$ cat config.mk
export PLATFORM = sky130hd
export DESIGN_NAME = pwm_quad_group
export DESIGN_NICKNAME = d
export VERILOG_FILES = /design/src/rtl/pwm_grp_pkg.sv /design/src/rtl/pwm_grp_regs.sv /design/src/rtl/pwm_grp_timebase.sv /design/src/rtl/pwm_grp_cmp.sv /design/src/rtl/pwm_quad_group.sv
export SDC_FILE = /design/constraint.sdc
export NUM_CORES = 1
export LEC_CHECK = 0
export ABC_AREA = 1
export BUFFER_PORTS_ARGS = -buffer_cell sky130_fd_sc_hd__clkbuf_2
export CORE_MARGIN = 2
export CORE_UTILIZATION = 50
export DETAILED_ROUTE_END_ITERATION = 8
export GPL_ROUTABILITY_DRIVEN = 0
export GPL_TIMING_DRIVEN = 0
export PLACE_DENSITY = 0.73
export SLEW_MARGIN = 20
export SYNTH_ARGS = -nofsm -noshare
export SYNTH_HDL_FRONTEND = slang
export SYNTH_SLANG_ARGS = --single-unit
$ cat constraint.sdc
create_clock -name clk -period 3.8 [get_ports clk]
set_input_delay 0.76 -clock clk [delete_from_list [all_inputs] [get_ports clk]]
set_output_delay 0.76 -clock clk [all_outputs]
set_load 0.05 [all_outputs]
$ cat src/rtl/pwm_grp_pkg.sv
package pwm_grp_pkg;

   // register addresses
   localparam int unsigned ADDR_PERIOD = 0;
   localparam int unsigned ADDR_CTRL   = 1;
   localparam int unsigned ADDR_DUTY0  = 2;

   // control bit positions
   localparam int unsigned CTRL_EN     = 0;
   localparam int unsigned CTRL_CENTER = 1;
   localparam int unsigned CTRL_DBL    = 2;
   localparam int unsigned CTRL_INDEP  = 3;

   localparam int unsigned MIN_PERIOD  = 2;

   typedef struct packed {
      logic center;
      logic dbl;
      logic indep;
   } pwm_mode_t;

endpackage

$ cat src/rtl/pwm_grp_regs.sv
module pwm_grp_regs
   import pwm_grp_pkg::*;
#(
   parameter int unsigned CNT_W      = 12,
   parameter int unsigned N_OUT      = 4,
   parameter int unsigned ADDR_W     = 3,
   parameter int unsigned RST_PERIOD = 100
) (
   input  logic                        clk,
   input  logic                        rst_n,
   input  logic                        wr_en,
   input  logic [ADDR_W-1:0]           wr_addr,
   input  logic [CNT_W-1:0]            wr_data,
   input  logic                        load_start,
   input  logic                        load_mid,
   output logic                        en,
   output pwm_mode_t                   act_mode,
   output pwm_mode_t                   eff_mode,
   output logic [CNT_W-1:0]            act_period,
   output logic [CNT_W-1:0]            eff_period,
   output logic [N_OUT-1:0][CNT_W-1:0] eff_duty
);

   localparam logic [CNT_W-1:0] PER_FLOOR = CNT_W'(MIN_PERIOD);

   logic [CNT_W-1:0]            sh_period;
   pwm_mode_t                   sh_mode;
   logic [N_OUT-1:0][CNT_W-1:0] sh_duty;
   logic [N_OUT-1:0][CNT_W-1:0] act_duty;
   logic                        duty_reload;

   assign duty_reload = load_start || (load_mid && act_mode.dbl);

   always_ff @(posedge clk or negedge rst_n) begin
      if (!rst_n) begin
         en         <= 1'b0;
         sh_period  <= CNT_W'(RST_PERIOD);
         act_period <= CNT_W'(RST_PERIOD);
         sh_mode    <= '0;
         act_mode   <= '0;
         sh_duty    <= '0;
         act_duty   <= '0;
      end else begin
         if (load_start) begin
            act_period <= sh_period;
            act_mode   <= sh_mode;
         end
         if (duty_reload) begin
            act_duty <= sh_duty;
         end
         if (wr_en) begin
            if (wr_addr == ADDR_W'(ADDR_PERIOD)) begin
               sh_period <= (wr_data < PER_FLOOR) ? PER_FLOOR : wr_data;
            end
            if (wr_addr == ADDR_W'(ADDR_CTRL)) begin
               en             <= wr_data[CTRL_EN];
               sh_mode.center <= wr_data[CTRL_CENTER];
               sh_mode.dbl    <= wr_data[CTRL_DBL];
               sh_mode.indep  <= wr_data[CTRL_INDEP];
            end
            for (int i = 0; i < int'(N_OUT); i++) begin
               if (wr_addr == ADDR_W'(ADDR_DUTY0 + i)) begin
                  sh_duty[i] <= wr_data;
               end
            end
         end
      end
   end

   // bypass: values loaded at this edge are already used in this cycle
   always_comb begin
      eff_period = load_start ? sh_period : act_period;
      eff_mode   = load_start ? sh_mode   : act_mode;
      eff_duty   = duty_reload ? sh_duty  : act_duty;
   end


   mode_hold_chk: assert property (@(posedge clk) disable iff (!rst_n)
      !load_start |=> (act_mode == $past(act_mode)));


   period_floor_chk: assert property (@(posedge clk) disable iff (!rst_n)
      1'b1 |=> (act_period >= PER_FLOOR));

endmodule

$ cat src/rtl/pwm_grp_timebase.sv
module pwm_grp_timebase #(
   parameter int unsigned CNT_W = 12
) (
   input  logic             clk,
   input  logic             rst_n,
   input  logic             en,
   input  logic             eff_center,
   input  logic [CNT_W-1:0] eff_period,
   input  logic             act_center,
   input  logic [CNT_W-1:0] act_period,
   output logic [CNT_W-1:0] cnt,
   output logic             per_start,
   output logic             per_mid
);

   localparam logic [CNT_W-1:0] ONE = CNT_W'(1);

   logic             down;
   logic [CNT_W-1:0] cnt_nxt;
   logic             down_nxt;

   assign per_start = en && (cnt == '0) && !down;
   assign per_mid   = en && act_center && !down && (cnt == act_period);

   always_comb begin
      cnt_nxt  = cnt;
      down_nxt = down;
      if (!en) begin
         cnt_nxt  = '0;
         down_nxt = 1'b0;
      end else if (down) begin
         if (cnt <= ONE) begin
            cnt_nxt  = '0;
            down_nxt = 1'b0;
         end else begin
            cnt_nxt = cnt - ONE;
         end
      end else if (eff_center) begin
         if (cnt >= eff_period) begin
            cnt_nxt  = cnt - ONE;
            down_nxt = 1'b1;
         end else begin
            cnt_nxt = cnt + ONE;
         end
      end else begin
         if (cnt >= eff_period - ONE) begin
            cnt_nxt = '0;
         end else begin
            cnt_nxt = cnt + ONE;
         end
      end
   end

   always_ff @(posedge clk or negedge rst_n) begin
      if (!rst_n) begin
         cnt  <= '0;
         down <= 1'b0;
      end else begin
         cnt  <= cnt_nxt;
         down <= down_nxt;
      end
   end


   start_pulse_chk: assert property (@(posedge clk) disable iff (!rst_n)
      per_start |=> !per_start);


   mid_turn_chk: assert property (@(posedge clk) disable iff (!rst_n)
      per_mid |=> (down && !per_mid));


   cnt_bound_chk: assert property (@(posedge clk) disable iff (!rst_n)
      (en && !per_start) |-> (cnt <= act_period));


   idle_cnt_chk: assert property (@(posedge clk) disable iff (!rst_n)
      !en |=> (cnt == '0));

endmodule

$ cat src/rtl/pwm_grp_cmp.sv
module pwm_grp_cmp #(
   parameter int unsigned CNT_W = 12
) (
   input  logic             clk,
   input  logic             rst_n,
   input  logic             en,
   input  logic             invert,
   input  logic [CNT_W-1:0] cnt,
   input  logic [CNT_W-1:0] period,
   input  logic [CNT_W-1:0] duty,
   output logic             pwm_q
);

   logic hi;

   // saturating duty keeps peak and wrap cycles high
   assign hi = (duty >= period) || (cnt < duty);

   always_ff @(posedge clk or negedge rst_n) begin
      if (!rst_n) begin
         pwm_q <= 1'b0;
      end else begin
         pwm_q <= en && (hi ^ invert);
      end
   end


   zero_low_chk: assert property (@(posedge clk) disable iff (!rst_n)
      (duty == '0 && !invert) |=> !pwm_q);


   full_high_chk: assert property (@(posedge clk) disable iff (!rst_n)
      (en && duty >= period && !invert) |=> pwm_q);

endmodule

$ cat src/rtl/pwm_quad_group.sv
module pwm_quad_group
   import pwm_grp_pkg::*;
#(
   parameter int unsigned CNT_W      = 12,
   parameter int unsigned N_PAIRS    = 2,
   parameter int unsigned ADDR_W     = 3,
   parameter int unsigned RST_PERIOD = 100
) (
   input  logic                   clk,
   input  logic                   rst_n,
   input  logic                   wr_en,
   input  logic [ADDR_W-1:0]      wr_addr,
   input  logic [CNT_W-1:0]       wr_data,
   output logic                   period_start,
   output logic                   period_mid,
   output logic [2*N_PAIRS-1:0]   pwm_out
);

   localparam int unsigned N_OUT = 2 * N_PAIRS;

   if (CNT_W < 4) begin : g_bad_cnt_w
      $error("CNT_W must hold the four control bits");
   end
   if (ADDR_W < $clog2(ADDR_DUTY0 + N_OUT)) begin : g_bad_addr_w
      $error("ADDR_W too narrow for the duty registers");
   end
   if (RST_PERIOD < MIN_PERIOD || RST_PERIOD >= (1 << CNT_W)) begin : g_bad_rst
      $error("RST_PERIOD out of range");
   end

   logic                        en;
   pwm_mode_t                   act_mode;
   pwm_mode_t                   eff_mode;
   logic [CNT_W-1:0]            act_period;
   logic [CNT_W-1:0]            eff_period;
   logic [N_OUT-1:0][CNT_W-1:0] eff_duty;
   logic [CNT_W-1:0]            cnt;

   pwm_grp_regs #(
      .CNT_W      (CNT_W),
      .N_OUT      (N_OUT),
      .ADDR_W     (ADDR_W),
      .RST_PERIOD (RST_PERIOD)
   ) u_regs (
      .clk        (clk),
      .rst_n      (rst_n),
      .wr_en      (wr_en),
      .wr_addr    (wr_addr),
      .wr_data    (wr_data),
      .load_start (period_start),
      .load_mid   (period_mid),
      .en         (en),
      .act_mode   (act_mode),
      .eff_mode   (eff_mode),
      .act_period (act_period),
      .eff_period (eff_period),
      .eff_duty   (eff_duty)
   );

   pwm_grp_timebase #(
      .CNT_W (CNT_W)
   ) u_timebase (
      .clk        (clk),
      .rst_n      (rst_n),
      .en         (en),
      .eff_center (eff_mode.center),
      .eff_period (eff_period),
      .act_center (act_mode.center),
      .act_period (act_period),
      .cnt        (cnt),
      .per_start  (period_start),
      .per_mid    (period_mid)
   );

   for (genvar p = 0; p < int'(N_PAIRS); p++) begin : g_pair
      for (genvar s = 0; s < 2; s++) begin : g_side
         localparam int unsigned IDX = 2 * p + s;
         logic [CNT_W-1:0] duty_sel;
         logic             inv;

         assign duty_sel = eff_mode.indep ? eff_duty[IDX] : eff_duty[2*p];
         assign inv      = !eff_mode.indep && (s == 1);

         pwm_grp_cmp #(
            .CNT_W (CNT_W)
         ) u_cmp (
            .clk    (clk),
            .rst_n  (rst_n),
            .en     (en),
            .invert (inv),
            .cnt    (cnt),
            .period (eff_period),
            .duty   (duty_sel),
            .pwm_q  (pwm_out[IDX])
         );
      end


      pair_inverse_chk: assert property (@(posedge clk) disable iff (!rst_n)
         (en && !eff_mode.indep) |=> (pwm_out[2*p+1] == !pwm_out[2*p]));
   end


   off_low_chk: assert property (@(posedge clk) disable iff (!rst_n)
      !en |=> (pwm_out == '0));


   strobe_excl_chk: assert property (@(posedge clk) disable iff (!rst_n)
      $onehot0({period_start, period_mid}));

endmodule

==> flow_summary.yaml, run 1 <==
detailed_routing:
  antenna_violating_nets_remaining: 0
  drtPass1Iterations: 7
  route.detailed.drc: 0
  detailroute.via_count: 8809
  drt_iter0_markers: 552
  routed_wl_um: 26700
  post_drt_wl_per_cell_um: 16.1
  average_vias_per_placed_instance: 5.31
status:
  status: "finished, final reports clean"
logic_synthesis:
  synthTopCellsByArea: "sky130_fd_sc_hd__dfrtp_1 36%, sky130_fd_sc_hd__nand2_1 16%, sky130_fd_sc_hd__ha_1 13%"
  synth_enable_flop_cells: 0
  ys_warn_count: 0
  synth_top_flop_cell: "sky130_fd_sc_hd__dfrtp_1"
  synth_area_per_cell_um2: 7.41
  async_reset_ff_share_pct: 100
  synth_largest_area_cell: "sky130_fd_sc_hd__dfrtp_1"
  synthesis.nets: 1425
  synthDistinctLibCells: 47
  synth-seq-area-share_pct: 37.3
  top_area_cell_type_share_of_the_netlist_area_pct: 35.6
  mappedNetlistArea_um2: 9690
  syn-instance-count: 1308
  yosys_register_bits: 144
sta:
  report.final.setup_viol: 0
  fin_crit_ns: 3.61
  timing.final.max_slew_violations: 0
  layout_worst_path_cycle_share_pct: 95.1
  worst_slew_margin_rel_pct: 56.1
  hold_viol: 0
  least_margin_pin_slew_ns: 0.653
  final.hold.worst_slack_ns: 0.324
  max_freq_mhz: 277
  worst_clock_skew_ns: 0.0134
die:
  initial_utilization_pct: 51.3
  core_area_um2: 18900
  chipWidth_um: 143
  num_rows: 50
  die_height_um: 143
  pin_count: 24
  fp.dieArea_um2: 20500
grt:
  grt_max_degree: 85
  grt_remaining_overflow: 0
  grt_pass1_wl_um: 43300
  antenna_violations_before_repair: 0
  globalRouteMet1Util_pct: 36.6
  via_count_of_the_first_global_routing_pass: 8538
  globalRouteMet2Util_pct: 45.1
  grt_usage_pct: 27.4
  groute.layer.met3.usage_pct: 4.02
  global_route.peak_usage_layer: "met2"
setup_path:
  worst-endpoint-required_ns: 4.15
  criticalPathCategory: "flip-flop to flip-flop"
  path_max_fanout: 6
  worst_setup_path_end_kind: "flip-flop"
  setup.worst_path.start_class: "flip-flop"
  critical_path_arrival_ns: 3.96
clock_network:
  cts_inserted_buffers: 17
  ctsHoldBuffers: 0
  clk_path_buf_depth: 2
  ctsRootBufferMaster: "sky130_fd_sc_hd__clkbuf_16"
  htreeDepth: 4
  insertion_delay_ns: 0.43
  tritoncts_clock_tree: "yes"
  tritoncts_num_sinks: 144
  cts.reportedPaths.clkPinSlew_ns: 0.07
layout:
  nFillCells: 1717
  areaGrowthSynthToFinish_pct: 15.7
  layout.area.seq_um2: 3630
  post_layout_nonfiller_instances: 1660
  num_antenna_cells: 0
  nets: 1504
  fin_util_pct: 59.3
  drive_above_1_share_pct: 15.5
  final_cell_area_um2: 11200
  multi_input_comb_area_um2: 5370
place:
  place.detailed.hpwl_um: 20300
  placed_cell_area_um2: 10200
  post-place-cells: 1592
  port_buffers: 23
flow_run:
  max_cap_viol_count: 0
hold_path:
  hold_path.class: "primary input to asynchronous set/reset pin"
[layout make-up]
class / count / area share [%]
Clock buffer: 20 / 3.98
Tap cell: 260 / 2.90
Sequential cell: 144 / 32.4
Multi-Input combinational cell: 953 / 47.9
Timing Repair Buffer: 65 / 4.10
Inverter: 174 / 5.96
Clock inverter: 12 / 1.12
Buffer: 32 / 1.64
[cell usage after synthesis (4+ instances only)]
library cell	n
sky130_fd_sc_hd__inv_2	18
sky130_fd_sc_hd__buf_4	6
sky130_fd_sc_hd__nor4_1	5
sky130_fd_sc_hd__clkbuf_1	15
sky130_fd_sc_hd__nand3_1	80
sky130_fd_sc_hd__o21ai_1	8
sky130_fd_sc_hd__ha_1	99
sky130_fd_sc_hd__o21a_1	8
sky130_fd_sc_hd__dfrtp_1	138
sky130_fd_sc_hd__nor2_2	7
sky130_fd_sc_hd__nand2_2	8
sky130_fd_sc_hd__o211ai_1	5
sky130_fd_sc_hd__xor2_1	19
sky130_fd_sc_hd__a21oi_1	43
sky130_fd_sc_hd__nand2_1	413
sky130_fd_sc_hd__buf_2	8
sky130_fd_sc_hd__o21ai_0	90
sky130_fd_sc_hd__dfstp_2	6
sky130_fd_sc_hd__and2_1	4
sky130_fd_sc_hd__nor3_1	11
sky130_fd_sc_hd__nor2_1	93
sky130_fd_sc_hd__a211oi_1	5
sky130_fd_sc_hd__o21ai_2	4
sky130_fd_sc_hd__buf_6	5
sky130_fd_sc_hd__inv_1	155
sky130_fd_sc_hd__nand4_1	16
[state kept, by name, indices dropped and copies added, names as in the netlist]
| signal | flops |
|---|---|
| u_regs.act_duty | 48 |
| u_regs.en | 1 |
| u_timebase.down | 1 |
| u_regs.act_period | 12 |
| u_regs.act_mode | 3 |
| u_regs.sh_period | 12 |
| u_timebase.cnt | 12 |
| u_regs.sh_mode | 3 |
| u_regs.sh_duty | 48 |
| g_pair.g_side.u_cmp.pwm_q | 4 |
[cells by family (layout without fill, tap and decap cells)]
kind of cell,after synthesis,in the layout,synth area share (%)
buf+inv,211,303,8.89
flops,144,144,37.3
simple gates,648,648,27.9
compound gates,185,185,11.2
fa+ha+maj,99,99,12.8
xor+xnor,21,21,1.90
[through the flow]
stage | TNS [ns] | setup WS (ns)
5_1_grt | -0.118 | -0.0597
4_1_cts | 0 | 0.0112
2_1_floorplan | 0 | 0.458
6_report | 0 | 0.187
3_5_place_dp | -4.00 | -0.376
3_3_place_gp | -80.86 | -0.582
[critical path, cell delays in order (launching register included)]
cell and delay [ns]:
sky130_fd_sc_hd__dfrtp_2 0.47, sky130_fd_sc_hd__nor2_4 0.13, sky130_fd_sc_hd__nand4_1 0.14, sky130_fd_sc_hd__nor2_4 0.20, sky130_fd_sc_hd__nand2_8 0.12, sky130_fd_sc_hd__buf_4 0.19, sky130_fd_sc_hd__o21ai_4 0.21, sky130_fd_sc_hd__inv_2 0.12
sky130_fd_sc_hd__nor3_2 0.20, sky130_fd_sc_hd__nand2_2 0.09, sky130_fd_sc_hd__inv_2 0.06, sky130_fd_sc_hd__nand2_1 0.07, sky130_fd_sc_hd__nand2_1 0.08, sky130_fd_sc_hd__inv_1 0.04, sky130_fd_sc_hd__ha_1 0.28, sky130_fd_sc_hd__nand2_1 0.07
sky130_fd_sc_hd__inv_1 0.05, sky130_fd_sc_hd__o21ai_1 0.06, sky130_fd_sc_hd__nand2_1 0.08, sky130_fd_sc_hd__o211ai_1 0.17, sky130_fd_sc_hd__nand2_1 0.10, sky130_fd_sc_hd__nand3_2 0.11, sky130_fd_sc_hd__nand3_2 0.08, sky130_fd_sc_hd__nand2_2 0.07
sky130_fd_sc_hd__nand2_1 0.05, sky130_fd_sc_hd__nand2_1 0.05, sky130_fd_sc_hd__nand2_1 0.07, sky130_fd_sc_hd__nor2_2 0.15
[cells in the final DEF, fill, tap and decap left out, types with 4 or more instances in the layout]
cell type	Yosys	final
sky130_fd_sc_hd__dfrtp_2	0	13
sky130_fd_sc_hd__o21a_1	8	7
sky130_fd_sc_hd__o21ai_1	8	14
sky130_fd_sc_hd__clkbuf_2	0	24
sky130_fd_sc_hd__nand2_1	413	408
sky130_fd_sc_hd__nand2_4	3	5
sky130_fd_sc_hd__clkbuf_16	0	17
sky130_fd_sc_hd__nor4_1	5	5
sky130_fd_sc_hd__nor2_4	1	8
sky130_fd_sc_hd__ha_1	99	99
sky130_fd_sc_hd__o21ai_2	4	6
sky130_fd_sc_hd__dfrtp_1	138	125
sky130_fd_sc_hd__nor2_1	93	87
sky130_fd_sc_hd__clkbuf_1	15	14
sky130_fd_sc_hd__buf_4	6	49
sky130_fd_sc_hd__a211oi_1	5	5
sky130_fd_sc_hd__inv_2	18	19
sky130_fd_sc_hd__o21ai_0	90	81
sky130_fd_sc_hd__nor3_1	11	9
sky130_fd_sc_hd__nand2_2	8	10
sky130_fd_sc_hd__dfstp_2	6	6
sky130_fd_sc_hd__nand3_1	80	76
sky130_fd_sc_hd__nor2_2	7	6
sky130_fd_sc_hd__o211ai_1	5	5
sky130_fd_sc_hd__o21ai_4	3	4
sky130_fd_sc_hd__xor2_1	19	19
sky130_fd_sc_hd__nand3_2	3	7
sky130_fd_sc_hd__buf_2	8	7
sky130_fd_sc_hd__a21oi_1	43	40
sky130_fd_sc_hd__nand4_1	16	16
sky130_fd_sc_hd__inv_1	155	150
sky130_fd_sc_hd__and2_1	4	4
[layer usage]
layer / routed length [um] / share of wire [%]
met1: 12300 / 46
met2: 12500 / 47
met3: 1180 / 4.4
met4: 776 / 2.9
met5: 0 / 0
[path summary, 6_finish.rpt]
path	from	to	slack [ns]	cells past startpoint
setup / recovery	u_timebase.cnt[5]	u_timebase.cnt[7]	0.19	27
setup reg to reg	u_timebase.cnt[5]	u_timebase.cnt[7]	0.19	27
hold reg to reg	u_regs.act_duty[19]	u_regs.act_duty[19]	0.49	2
max in group asynchronous	rst_n	u_regs.sh_period[5]	2.66	2
hold / removal	rst_n	u_timebase.cnt[0]	0.32	1
min in group clk	u_regs.act_duty[19]	u_regs.act_duty[19]	0.49	2
[repair_timing]
action	4_1_cts	5_1_grt
setup buffers	6	35
pin swaps	3	22
resized for setup	39	43
endpoints found under the setup margin	15	15
Power of run 1 is not shown: default switching activity piles up to over one toggle a cycle in this logic, so the estimate is an artifact.
==> inputs of run 2 (changes only) <==
--- a/config.mk
+++ b/config.mk
@@ -12,7 +12,7 @@
 export DETAILED_ROUTE_END_ITERATION = 8
 export GPL_ROUTABILITY_DRIVEN = 0
 export GPL_TIMING_DRIVEN = 0
-export PLACE_DENSITY = 0.73
+export PLACE_DENSITY = 0.66
 export SLEW_MARGIN = 20
 export SYNTH_ARGS = -nofsm -noshare
 export SYNTH_HDL_FRONTEND = slang
==> run 2 against run 1 <==
Net effect: die area stayed put; worst hold slack better by 0.0066 ns; non-clock buffer count is 7 lower; register-to-register slack lost 0.07 ns; critical path type unchanged; largest cell class unchanged.
==> flow_summary.yaml, run 2 (synthesis results as in run 1) <==
die:
  die_height_um: 143
  initial_utilization_pct: 51.3
  fp.dieArea_um2: 20500
  core_area_um2: 18900
  chipWidth_um: 143
  num_rows: 50
  pin_count: 24
detailed_routing:
  detailroute.via_count: 8692
  average_vias_per_placed_instance: 5.26
  antenna_violating_nets_remaining: 0
  drtPass1Iterations: 6
  routed_wl_um: 27100
  post_drt_wl_per_cell_um: 16.4
  route.detailed.drc: 0
  drt_iter0_markers: 556
sta:
  fin_ws_ns: 0.118
  worst_slew_margin_rel_pct: 50.7
  max_freq_mhz: 272
  final.hold.worst_slack_ns: 0.331
  fin_crit_ns: 3.68
  timing.final.max_slew_violations: 0
  least_margin_pin_slew_ns: 0.733
  layout_worst_path_cycle_share_pct: 96.9
  hold_viol: 0
  worst_clock_skew_ns: 0.0122
  report.final.setup_viol: 0
layout:
  drive_above_1_share_pct: 14.9
  layout.cells.most_common_list: "409 x sky130_fd_sc_hd__nand2_1, 151 x sky130_fd_sc_hd__inv_1, 126 x sky130_fd_sc_hd__dfrtp_1"
  num_antenna_cells: 0
  final_common_cell: "sky130_fd_sc_hd__nand2_1"
  nets: 1497
  areaGrowthSynthToFinish_pct: 15.2
  largestRegisters: "u_regs.act_duty: 48 flops, u_regs.sh_duty: 48 flops"
  post_layout_nonfiller_instances: 1653
setup_path:
  critical_path_arrival_ns: 4.00
  path_max_fanout: 10
  reg2reg_setup_slack_ns: 0.12
  criticalPathCategory: "flip-flop to flip-flop"
  setup.worst_path.start_class: "flip-flop"
  worst_setup_path_end_kind: "flip-flop"
  worst-endpoint-required_ns: 4.12
place:
  post-place-cells: 1592
  pre_cts_ws_ns: -0.475
  port_buffers: 23
  place.detailed.hpwl_um: 20700
clock_network:
  clk_path_buf_depth: 2
  ctsHoldBuffers: 0
  tritoncts_num_sinks: 144
  cts.reportedPaths.clkPinSlew_ns: 0.07
  insertion_delay_ns: 0.43
  htreeDepth: 4
  cts_inserted_buffers: 17
  ctsRootBufferMaster: "sky130_fd_sc_hd__clkbuf_16"
  tritoncts_clock_tree: "yes"
grt:
  grt_remaining_overflow: 0
  grt_pass1_wl_um: 42800
  via_count_of_the_first_global_routing_pass: 8142
  grt_max_degree: 79
  antenna_violations_before_repair: 0
  grt_usage_pct: 27.6
hold_path:
  hold_path.class: "primary input to asynchronous set/reset pin"
flow_run:
  max_cap_viol_count: 0
status:
  status: "finished, final reports clean"
==> run 2: repair_timing <==
item / 4_1_cts / 5_1_grt
resized for setup: 37 / 40
endpoints found under the setup margin: 17 / 17
pin swaps: 3 / 15
buffers inserted: 9 / 24
==> run 2: critical path, cell delays in order, from the launching register on <==
cell and delay (ns):
sky130_fd_sc_hd__dfrtp_2 0.42, sky130_fd_sc_hd__buf_6 0.14, sky130_fd_sc_hd__nor2_4 0.08, sky130_fd_sc_hd__nand4_1 0.14, sky130_fd_sc_hd__nor2_4 0.20, sky130_fd_sc_hd__nand2_8 0.11, sky130_fd_sc_hd__buf_8 0.17, sky130_fd_sc_hd__o21a_1 0.22
sky130_fd_sc_hd__nor2_2 0.11, sky130_fd_sc_hd__inv_2 0.07, sky130_fd_sc_hd__nor3_2 0.15, sky130_fd_sc_hd__nand2_2 0.11, sky130_fd_sc_hd__inv_2 0.10, sky130_fd_sc_hd__nand2_1 0.07, sky130_fd_sc_hd__nand2_1 0.06, sky130_fd_sc_hd__inv_1 0.04
sky130_fd_sc_hd__ha_1 0.28, sky130_fd_sc_hd__nand2_1 0.07, sky130_fd_sc_hd__inv_1 0.06, sky130_fd_sc_hd__nand3_1 0.06, sky130_fd_sc_hd__nor2_1 0.19, sky130_fd_sc_hd__o211ai_1 0.12, sky130_fd_sc_hd__nand2_1 0.09, sky130_fd_sc_hd__nand3_2 0.12
sky130_fd_sc_hd__nand2_1 0.10, sky130_fd_sc_hd__nand2_2 0.08, sky130_fd_sc_hd__nand2_4 0.13, sky130_fd_sc_hd__nor2_1 0.07
==> run 2: path summary, 6_finish.rpt <==
kind	cells after the start	start	endpoint
setup / recovery	27	u_timebase.cnt[7]	u_timebase.cnt[6]
hold / removal	1	rst_n	u_timebase.cnt[0]
max in group asynchronous	2	rst_n	u_regs.sh_period[5]
min in group clk	2	u_regs.sh_duty[10]	u_regs.sh_duty[10]
setup reg to reg	27	u_timebase.cnt[7]	u_timebase.cnt[6]
hold reg to reg	2	u_regs.sh_duty[10]	u_regs.sh_duty[10]
==> run 2: final cells by class <==
| cell class | instances | area (um2) |
|---|---|---|
| buffer | 33 | 200 |
| clock buffer | 17 | 425 |
| clock inverter | 15 | 169 |
| fill | 1767 | 7730 |
| inverter | 174 | 663 |
| multi-input combinational | 953 | 5350 |
| sequential | 144 | 3630 |
| tap | 260 | 325 |
| timing repair buffer | 57 | 399 |
==> run 2: metrics by stage <==
step                      cell area [um2]  TNS [ns]  utilization, %
after floorplan                      9690         0               -
after global placement              10100    -85.44            53.6
after detailed placement            10200     -5.23            53.8
after CTS                           10900         0            57.7
after global routing                11200    -0.322            59.1
final                               11200         0            59.1
==> run 2: per-layer routing <==
layer	global-route usage, %	up-vias	share of wire, %
li1	-	4377	-
met1	37.5	4020	45
met2	44.7	239	47
met3	3.35	56	5.0
met4	11.9	0	3.4
met5	0	-	0
Power of run 2 is left out for the same reason.
==> inputs of run 3 (changes only) <==
--- a/config.mk
+++ b/config.mk
@@ -6,13 +6,14 @@
 export NUM_CORES = 1
 export LEC_CHECK = 0
 export ABC_AREA = 1
+export ABC_CLOCK_PERIOD_IN_PS = 3300
 export BUFFER_PORTS_ARGS = -buffer_cell sky130_fd_sc_hd__clkbuf_2
 export CORE_MARGIN = 2
 export CORE_UTILIZATION = 50
 export DETAILED_ROUTE_END_ITERATION = 8
 export GPL_ROUTABILITY_DRIVEN = 0
 export GPL_TIMING_DRIVEN = 0
-export PLACE_DENSITY = 0.66
+export PLACE_DENSITY = 0.71
 export SLEW_MARGIN = 20
 export SYNTH_ARGS = -nofsm -noshare
 export SYNTH_HDL_FRONTEND = slang
==> constraint.sdc (replaced) <==
create_clock -name clk -period 3.3 [get_ports clk]
set_input_delay 0.66 -clock clk [delete_from_list [all_inputs] [get_ports clk]]
set_output_delay 0.66 -clock clk [all_outputs]
set_load 0.05 [all_outputs]
==> run 3 against run 2 <==
Net effect: the flow now finishes with violations (setup timing); sequential share of layout area down 2.7 points; wire length up 7.0%; final area up 9.2%; count of clock-buffer cells in the layout unchanged; worst hold slack worse by 0.14 ns; global-route usage up 0.68 points; register-to-register slack worse by 0.39 ns; critical path depth unchanged.
==> flow_summary.yaml, run 3 (synthesis results as in run 1) <==
detailed_routing:
  routed_wl_um: 29000
  antenna_violating_nets_remaining: 0
  average_vias_per_placed_instance: 5.38
  drt_iter0_markers: 607
  route.detailed.drc: 0
  detailroute.via_count: 9130
  drtPass1Iterations: 5
  post_drt_wl_per_cell_um: 17.1
layout:
  num_antenna_cells: 0
  areaGrowthSynthToFinish_pct: 25.8
  layout.cells.most_common_list: "384 x sky130_fd_sc_hd__nand2_1, 129 x sky130_fd_sc_hd__inv_1, 125 x sky130_fd_sc_hd__dfrtp_1"
  final_cell_area_um2: 12200
  largestRegisters: "u_regs.act_duty: 48 flops, u_regs.sh_duty: 48 flops"
  final_common_cell: "sky130_fd_sc_hd__nand2_1"
  post_layout_nonfiller_instances: 1698
  nets: 1542
  multi_input_comb_area_um2: 5800
  nFillCells: 1574
  layout.area.seq_um2: 3630
  drive_above_1_share_pct: 24.3
setup_path:
  setup.worst_path.start_class: "flip-flop"
  worst_setup_path_end_kind: "flip-flop"
  crit_cells: 27
  path_common_cell: "sky130_fd_sc_hd__nand2_1"
  criticalPathCategory: "flip-flop to flip-flop"
  path_max_fanout: 6
  worst-endpoint-required_ns: 3.66
  critical-path-top-delay-family: "simple AND/OR/NAND/NOR gates"
  timing.reg2reg.worst_path_depth: 27
  worstPathBufferInverterCount: 5
  critical_path_arrival_ns: 3.93
  critical_path.slowest_cell: "sky130_fd_sc_hd__dfrtp_2"
  reg2reg_setup_slack_ns: -0.28
  cpPeakStageDelay_ns: 0.45
clock_network:
  ctsRootBufferMaster: "sky130_fd_sc_hd__clkbuf_16"
  cts_inserted_buffers: 17
  htreeDepth: 4
  insertion_delay_ns: 0.44
  clk_path_buf_depth: 2
  tritoncts_clock_tree: "yes"
  tritoncts_num_sinks: 144
  cts.reportedPaths.clkPinSlew_ns: 0.08
sta:
  layout_worst_path_cycle_share_pct: 108
  fin_crit_ns: 3.58
  max_freq_mhz: 280
  timing.final.max_slew_violations: 0
  report.final.setup_viol: 14
  worst_clock_skew_ns: 0.0123
  hold_viol: 0
  least_margin_pin_slew_ns: 0.604
  setup_repair_after_global_routing_missed_its_margin: "true"
  fin_ws_ns: -0.276
  final.hold.worst_slack_ns: 0.187
  worst_slew_margin_rel_pct: 59.4
die:
  die_height_um: 143
  chipWidth_um: 143
  initial_utilization_pct: 51.3
  pin_count: 24
  num_rows: 50
  core_area_um2: 18900
  fp.dieArea_um2: 20500
grt:
  grt_usage_pct: 28.3
  grt_pass1_wl_um: 44500
  antenna_violations_before_repair: 0
  grt_remaining_overflow: 0
  via_count_of_the_first_global_routing_pass: 8836
  grt_max_degree: 91
place:
  post-place-cells: 1592
  port_buffers: 23
  placed_cell_area_um2: 10200
  place.detailed.hpwl_um: 20600
status:
  status: "finished with violations"
  failing_checks: "setup timing"
flow_run:
  max_cap_viol_count: 0
hold_path:
  hold_path.class: "primary input to asynchronous set/reset pin"
run 3: routing by layer:
| layer | part of all wire (%) | GRT usage (%) | vias up |
|---|---|---|---|
| li1 | - | - | 4459 |
| met5 | 0 | 0 | - |
| met4 | 3.6 | 12.2 | 0 |
| met3 | 5.4 | 5.06 | 76 |
| met1 | 44 | 36.1 | 4311 |
| met2 | 47 | 47.2 | 284 |
run 3: worst paths after layout:
path | from | to
max reg2reg | u_timebase.cnt[4] | u_timebase.cnt[7]
min in group clk | wr_data[0] | u_regs.sh_period[0]
min | rst_n | u_timebase.cnt[1]
min reg2reg | u_regs.sh_duty[7] | u_regs.sh_duty[7]
max in group asynchronous | rst_n | u_regs.act_duty[31]
max | u_timebase.cnt[4] | u_timebase.cnt[7]
run 3: what timing repair did:
action | CTS | global route
hold buffers | 0 | 0
hold endpoints to repair | 0 | 0
gates cloned | 0 | 4
setup buffers | 50 | 27
setup endpoints to repair | 17 | 17
pin swaps | 35 | 44
resized for setup | 122 | 109
run 3: area by class of cell:
class / count / area share [%]
sequential: 144 / 29.8
inverter: 174 / 5.63
clock buffer: 17 / 3.49
buffer: 31 / 2.38
clock inverter: 15 / 1.41
timing repair buffer: 104 / 7.07
tap: 260 / 2.67
multi-input combinational: 953 / 47.6
run 3: stage by stage:
stage / util (%) / worst slack [ns] / setup TNS, ns
after floorplan: - / 0.0119 / 0
after CTS: 60.8 / -0.119 / -0.769
after global routing: 64.5 / -0.503 / -5.66
final: 64.5 / -0.276 / -3.00
after global placement: 53.7 / -1.23 / -143.56
after detailed placement: 53.9 / -0.922 / -11.93
Power of run 3 is left out for the same reason.
